--- src/rtl/pll_relock_pkg.sv ---
package pll_relock_pkg;

    localparam int WORD_W = 32;

    // field placement inside the packed settings word and the control register
    localparam int M_LSB = 16;
    localparam int M_W   = 10;
    localparam int P_LSB = 8;
    localparam int P_W   = 6;
    localparam int S_LSB = 0;
    localparam int S_W   = 3;

    localparam logic [WORD_W-1:0] FIELD_MASK =
        (WORD_W'((1 << M_W) - 1) << M_LSB) |
        (WORD_W'((1 << P_W) - 1) << P_LSB) |
        (WORD_W'((1 << S_W) - 1) << S_LSB);

    // mux status codes that confirm a completed switch
    localparam logic [2:0] MUX_ON_ALT  = 3'd2;
    localparam logic [2:0] MUX_ON_MAIN = 3'd1;

    typedef enum logic [2:0] {
        ST_IDLE   = 3'd0,
        ST_PARK   = 3'd1,
        ST_LOCKT  = 3'd2,
        ST_WRPMS  = 3'd3,
        ST_WLOCK  = 3'd4,
        ST_RETURN = 3'd5
    } seq_state_e;

endpackage

--- src/rtl/pll_relock_calc.sv ---
module pll_relock_calc
    import pll_relock_pkg::*;
#(
    parameter int LOCK_MULT = 250,
    parameter int LOCK_W    = 16
) (
    input  logic [WORD_W-1:0] pms_i,
    input  logic [WORD_W-1:0] cur_i,
    output logic [LOCK_W-1:0] lock_time_o,
    output logic [WORD_W-1:0] merged_o
);

    logic [LOCK_W-1:0] p_ext;

    always_comb begin
        p_ext       = LOCK_W'(pms_i[P_LSB +: P_W]);
        lock_time_o = p_ext * LOCK_W'(LOCK_MULT);
        merged_o    = (cur_i & ~FIELD_MASK) | (pms_i & FIELD_MASK);
    end

endmodule

--- src/rtl/pll_relock_timer.sv ---
module pll_relock_timer #(
    parameter int LIMIT = 4096
) (
    input  logic clk_i,
    input  logic rst_ni,
    input  logic run_i,
    output logic expired_o
);

    localparam int CNT_W = $clog2(LIMIT + 2);
    localparam logic [CNT_W-1:0] LAST = CNT_W'((LIMIT > 0) ? LIMIT - 1 : 0);

    logic [CNT_W-1:0] cnt_d, cnt_q;

    always_comb begin
        expired_o = (LIMIT > 0) && run_i && (cnt_q == LAST);
        if (!run_i || expired_o) begin
            cnt_d = '0;
        end else begin
            cnt_d = cnt_q + 1'b1;
        end
    end

    always_ff @(posedge clk_i or negedge rst_ni) begin
        if (!rst_ni) begin
            cnt_q <= '0;
        end else begin
            cnt_q <= cnt_d;
        end
    end

    generate
        if (LIMIT > 0) begin : g_bound_chk
            assert_timer_bounded_R9: assert property (@(posedge clk_i) disable iff (!rst_ni)
                cnt_q <= LAST);
        end
    endgenerate

endmodule

--- src/rtl/pll_relock_seq.sv ---
module pll_relock_seq
    import pll_relock_pkg::*;
#(
    parameter int LOCK_MULT   = 250,
    parameter int LOCK_W      = 16,
    parameter int TIMEOUT_CYC = 4096
) (
    input  logic              clk_i,
    input  logic              rst_ni,
    input  logic              start_i,
    input  logic [WORD_W-1:0] pms_word_i,
    input  logic [WORD_W-1:0] ctrl_cur_i,
    input  logic [2:0]        mux_stat_i,
    input  logic              pll_locked_i,
    output logic              mux_sel_o,
    output logic [LOCK_W-1:0] lock_time_o,
    output logic              lock_time_wr_o,
    output logic [WORD_W-1:0] ctrl_wdata_o,
    output logic              ctrl_wr_o,
    output logic              busy_o,
    output logic              done_o,
    output logic              err_o
);

    typedef struct packed {
        seq_state_e        st;
        logic              mux_sel;
        logic              busy;
        logic              done;
        logic              err;
        logic              lock_wr;
        logic              ctrl_wr;
        logic [LOCK_W-1:0] lock_time;
        logic [WORD_W-1:0] wdata;
        logic [WORD_W-1:0] pms;
    } seq_regs_t;

    seq_regs_t r_d, r_q;

    logic [LOCK_W-1:0] calc_lock;
    logic [WORD_W-1:0] calc_word;
    logic              wait_run;
    logic              tmo;

    pll_relock_calc #(
        .LOCK_MULT (LOCK_MULT),
        .LOCK_W    (LOCK_W)
    ) u_calc (
        .pms_i       (r_q.pms),
        .cur_i       (ctrl_cur_i),
        .lock_time_o (calc_lock),
        .merged_o    (calc_word)
    );

    // the timeout counter runs only while a wait step is still unsatisfied
    always_comb begin
        wait_run = ((r_q.st == ST_PARK)   && (mux_stat_i != MUX_ON_ALT))  ||
                   ((r_q.st == ST_WLOCK)  && !pll_locked_i)               ||
                   ((r_q.st == ST_RETURN) && (mux_stat_i != MUX_ON_MAIN));
    end

    pll_relock_timer #(
        .LIMIT (TIMEOUT_CYC)
    ) u_timer (
        .clk_i     (clk_i),
        .rst_ni    (rst_ni),
        .run_i     (wait_run),
        .expired_o (tmo)
    );

    always_comb begin
        r_d         = r_q;
        r_d.done    = 1'b0;
        r_d.err     = 1'b0;
        r_d.lock_wr = 1'b0;
        r_d.ctrl_wr = 1'b0;
        unique case (r_q.st)
            ST_IDLE: begin
                if (start_i) begin
                    r_d.st      = ST_PARK;
                    r_d.mux_sel = 1'b1;
                    r_d.busy    = 1'b1;
                    r_d.pms     = pms_word_i;
                end
            end
            ST_PARK: begin
                if (mux_stat_i == MUX_ON_ALT) begin
                    r_d.st        = ST_LOCKT;
                    r_d.lock_wr   = 1'b1;
                    r_d.lock_time = calc_lock;
                end else if (tmo) begin
                    r_d.st   = ST_IDLE;
                    r_d.busy = 1'b0;
                    r_d.err  = 1'b1;
                end
            end
            ST_LOCKT: begin
                r_d.st      = ST_WRPMS;
                r_d.ctrl_wr = 1'b1;
                r_d.wdata   = calc_word;
            end
            ST_WRPMS: begin
                r_d.st = ST_WLOCK;
            end
            ST_WLOCK: begin
                if (pll_locked_i) begin
                    r_d.st      = ST_RETURN;
                    r_d.mux_sel = 1'b0;
                end else if (tmo) begin
                    r_d.st   = ST_IDLE;
                    r_d.busy = 1'b0;
                    r_d.err  = 1'b1;
                end
            end
            ST_RETURN: begin
                if (mux_stat_i == MUX_ON_MAIN) begin
                    r_d.st   = ST_IDLE;
                    r_d.busy = 1'b0;
                    r_d.done = 1'b1;
                end else if (tmo) begin
                    r_d.st   = ST_IDLE;
                    r_d.busy = 1'b0;
                    r_d.err  = 1'b1;
                end
            end
            default: begin
                r_d.st   = ST_IDLE;
                r_d.busy = 1'b0;
            end
        endcase
    end

    always_ff @(posedge clk_i or negedge rst_ni) begin
        if (!rst_ni) begin
            r_q <= '0;
        end else begin
            r_q <= r_d;
        end
    end

    assign mux_sel_o      = r_q.mux_sel;
    assign lock_time_o    = r_q.lock_time;
    assign lock_time_wr_o = r_q.lock_wr;
    assign ctrl_wdata_o   = r_q.wdata;
    assign ctrl_wr_o      = r_q.ctrl_wr;
    assign busy_o         = r_q.busy;
    assign done_o         = r_q.done;
    assign err_o          = r_q.err;

    assert_park_confirm_R3: assert property (@(posedge clk_i) disable iff (!rst_ni)
        r_q.lock_wr |-> $past(mux_stat_i == MUX_ON_ALT));

    assert_strobe_exclusive_R4: assert property (@(posedge clk_i) disable iff (!rst_ni)
        $onehot0({r_q.lock_wr, r_q.ctrl_wr, r_q.done, r_q.err}));

    assert_ctrl_follows_lock_R5: assert property (@(posedge clk_i) disable iff (!rst_ni)
        r_q.lock_wr |=> r_q.ctrl_wr);

    assert_release_on_lock_R6: assert property (@(posedge clk_i) disable iff (!rst_ni)
        $fell(r_q.mux_sel) |-> $past(pll_locked_i));

    assert_done_on_main_R7: assert property (@(posedge clk_i) disable iff (!rst_ni)
        r_q.done |-> (!r_q.mux_sel && !r_q.busy && $past(mux_stat_i == MUX_ON_MAIN)));

    assert_start_ignored_R8: assert property (@(posedge clk_i) disable iff (!rst_ni)
        (r_q.busy && start_i) |=> $stable(r_q.pms));

    assert_err_idle_R9: assert property (@(posedge clk_i) disable iff (!rst_ni)
        r_q.err |-> (!r_q.busy && !r_q.done));

endmodule

--- config.mk ---
export PLATFORM = sky130hd
export DESIGN_NAME = pll_relock_seq
export DESIGN_NICKNAME = d
export VERILOG_FILES = /design/src/rtl/pll_relock_pkg.sv /design/src/rtl/pll_relock_calc.sv /design/src/rtl/pll_relock_timer.sv /design/src/rtl/pll_relock_seq.sv
export SDC_FILE = /design/constraint.sdc
export NUM_CORES = 1
export LEC_CHECK = 0
export BUFFER_PORTS_ARGS = -buffer_cell sky130_fd_sc_hd__buf_2
export CAP_MARGIN = 5
export CORE_MARGIN = 5
export CORE_UTILIZATION = 43
export CTS_BUF_LIST = sky130_fd_sc_hd__clkbuf_8
export CTS_CLUSTER_DIAMETER = 50
export CTS_CLUSTER_SIZE = 30
export DETAILED_ROUTE_END_ITERATION = 7
export PLACE_DENSITY = 0.66
export SYNTH_ARGS = -nofsm -noshare
export SYNTH_HDL_FRONTEND = slang
export SYNTH_HIERARCHICAL = 1
export SYNTH_SLANG_ARGS = --single-unit
--- constraint.sdc ---
create_clock -name clk_i -period 4.13 [get_ports clk_i]
set_clock_uncertainty 0.2 [all_clocks]
set_input_delay 0.826 -clock clk_i [delete_from_list [all_inputs] [get_ports clk_i]]
set_output_delay 0.826 -clock clk_i [all_outputs]
set_load 0.005 [all_outputs]
==> impl_results.md <==
- Vias per cell: 4.92
- Final slew viol count: 0
- Die area: 0.0145 sq mm
- Synthesized area per cell: 11.9 sq um
- Final Hold Viols: 0
- Status: finished clean
- Worst-Skew Late Latency: 370 ps
- Worst-path fanout max: 3
- R2R Path Start: r_q[8]
- Port Buf Inserts: 92
- Number of global-route vias before repair: 3195
- Critical Path Source: r_q[8]
- Hold_buf cts: 0
- Num ports: 125
- Clock transition at path regs: 80 ps
- Crit share post-route: 0.945
- Crit end category: flop
- Root buf cell: clkbuf_8
- Placed inst area: 0.00525 sq mm
- DP Wirelength: 6480 microns
- Diode count: 0
- Area grow syn2layout: 4.76%
- Min Hold Slack: 282 ps
- H-tree depth: 3
- # fillers: 1118
- Register-to-Register Path Depth: 14
- ANT nets after route: 0
- First-pass GRT wire length: 15000 microns
- DRC: 0
- Placement row count: 40
- Total track usage: 0.129
- WP data arrival: 3960 ps
- TritonCTS clock tree: done
- Reg2reg end: lock_time_o[11]
- Share of layout cells above drive strength 1: 0.431
- Gates resized, CTS repair: 0
- Critical path class: reg -> reg
- Initial antenna violation count: 0
- DRT iter0 DRCs: 134
- Worst setup SP type: flop
- Hold Path Class: in -> async
- Grt ovf: 0
- Routed wire per std cell: 14.1 microns
- Die span in y: 120 microns
- Starting Density: 0.437
- Unrepaired setup endpoints after global routing: false
- Final wirelength: 8640 microns
- Slew margin rel.: 0.394
- Postcts setup bufs: 0
- Chip width: 120 microns
- Syn Inst Count: 440
- Endpoints failing setup: 0
- DR pass1 iterations: 4
- Routability cong.: 0.785
- Synth Cell Area: 0.00523 sq mm
- Clk buf depth: 2
- Largest net degree at the start of global routing: 53
- CP endpoint: lock_time_o[11]
- Finished Cell Area: 0.00548 sq mm
- TritonCTS Buffers: 9
- Clk sink count: 89
- DR vias: 3007
- Slew @ Worst Pin: 906 ps
- Maxcap violations: 0
- Highest Clock Rate: 256 MHz
- Layout Nets: 567
- Flop2flop setup slack: 230 ps
- Critical path required time: 4190 ps
- TNS Setup: 0 ps
- Core area: 0.0120 sq mm
- Yosys warning count: 6
- Final Critical Period: 3900 ps
[state kept, by name, summed over array words and instances (netlist names)]
signal / cells
busy_o: 1
ctrl_wdata_o: 32
ctrl_wr_o: 1
done_o: 1
err_o: 1
lock_time_o: 16
lock_time_wr_o: 1
mux_sel_o: 1
r_q: 22
u_timer/cnt_q: 13
[worst max-delay path: stages, from the launching register on]
cell and delay [ps]:
dfrtp_1 360, inv_1 60, fa_1 580, inv_1 70, ha_1 270, inv_1 50, fa_1 530, inv_1 50
ha_1 230, fa_1 410, a21o_1 190, a21oi_2 220, o21ai_0 130, xor2_1 160, mux2_4 270
[layer usage]
metal / vias to the layer above / wire length [microns] / track usage
met2: 67 / 4260 / 0.214
met4: 0 / 161 / 0.0602
met1: 1495 / 3810 / 0.159
met3: 14 / 412 / 0.0304
met5: - / 0 / 0
li1: 1431 / - / -
[cell usage in the layout (no fill, tap or decap), types with 3 or more instances in the layout]
master,count
ha_1,24
clkbuf_8,11
buf_4,11
a21oi_1,11
conb_1,3
nand2_1,11
dfrtp_1,89
buf_2,91
nor3_1,3
o31ai_1,3
fa_1,13
mux2_2,51
inv_1,39
mux2_4,16
nand3_1,7
nor2_1,6
o21ai_0,10
nor2b_1,4
nand2b_1,3
xor2_1,5
xnor2_1,5
[worst min path at each step]
| stage | endpoint | slack [ps] | cells after the start |
|---|---|---|---|
| finish | lock_time_o[0] | 280 | 1 |
| global route | u_timer/cnt_q[6] | 320 | 1 |
| CTS | lock_time_o[0] | 280 | 1 |
| detailed placement | ctrl_wdata_o[25] | 290 | 1 |
| global placement | u_timer/cnt_q[0] | 280 | 1 |
| floorplan | u_timer/cnt_q[0] | 250 | 1 |
[stage by stage]
stage               worst slack, ps   util  cells
finish                          228  0.458    611
global route                   11.4  0.458    611
CTS                             200  0.458    611
detailed placement              237  0.439    595
global placement                266  0.439    595
floorplan                       344      -    442
[final cells by class]
class | instances | area, sq um | share of cell area
clock inverter | 5 | 78.8 | 0.0144
multi-input combinational | 219 | 2160 | 0.394
clock buffer | 11 | 151 | 0.0276
sequential | 89 | 2230 | 0.406
timing repair buffer | 102 | 538 | 0.0982
tap | 147 | 184 | 0.0336
inverter | 38 | 143 | 0.0260
Power is left out: the tool's default activity adds up to more than one toggle a clock period on the data nets, which glitch-free logic cannot reach.
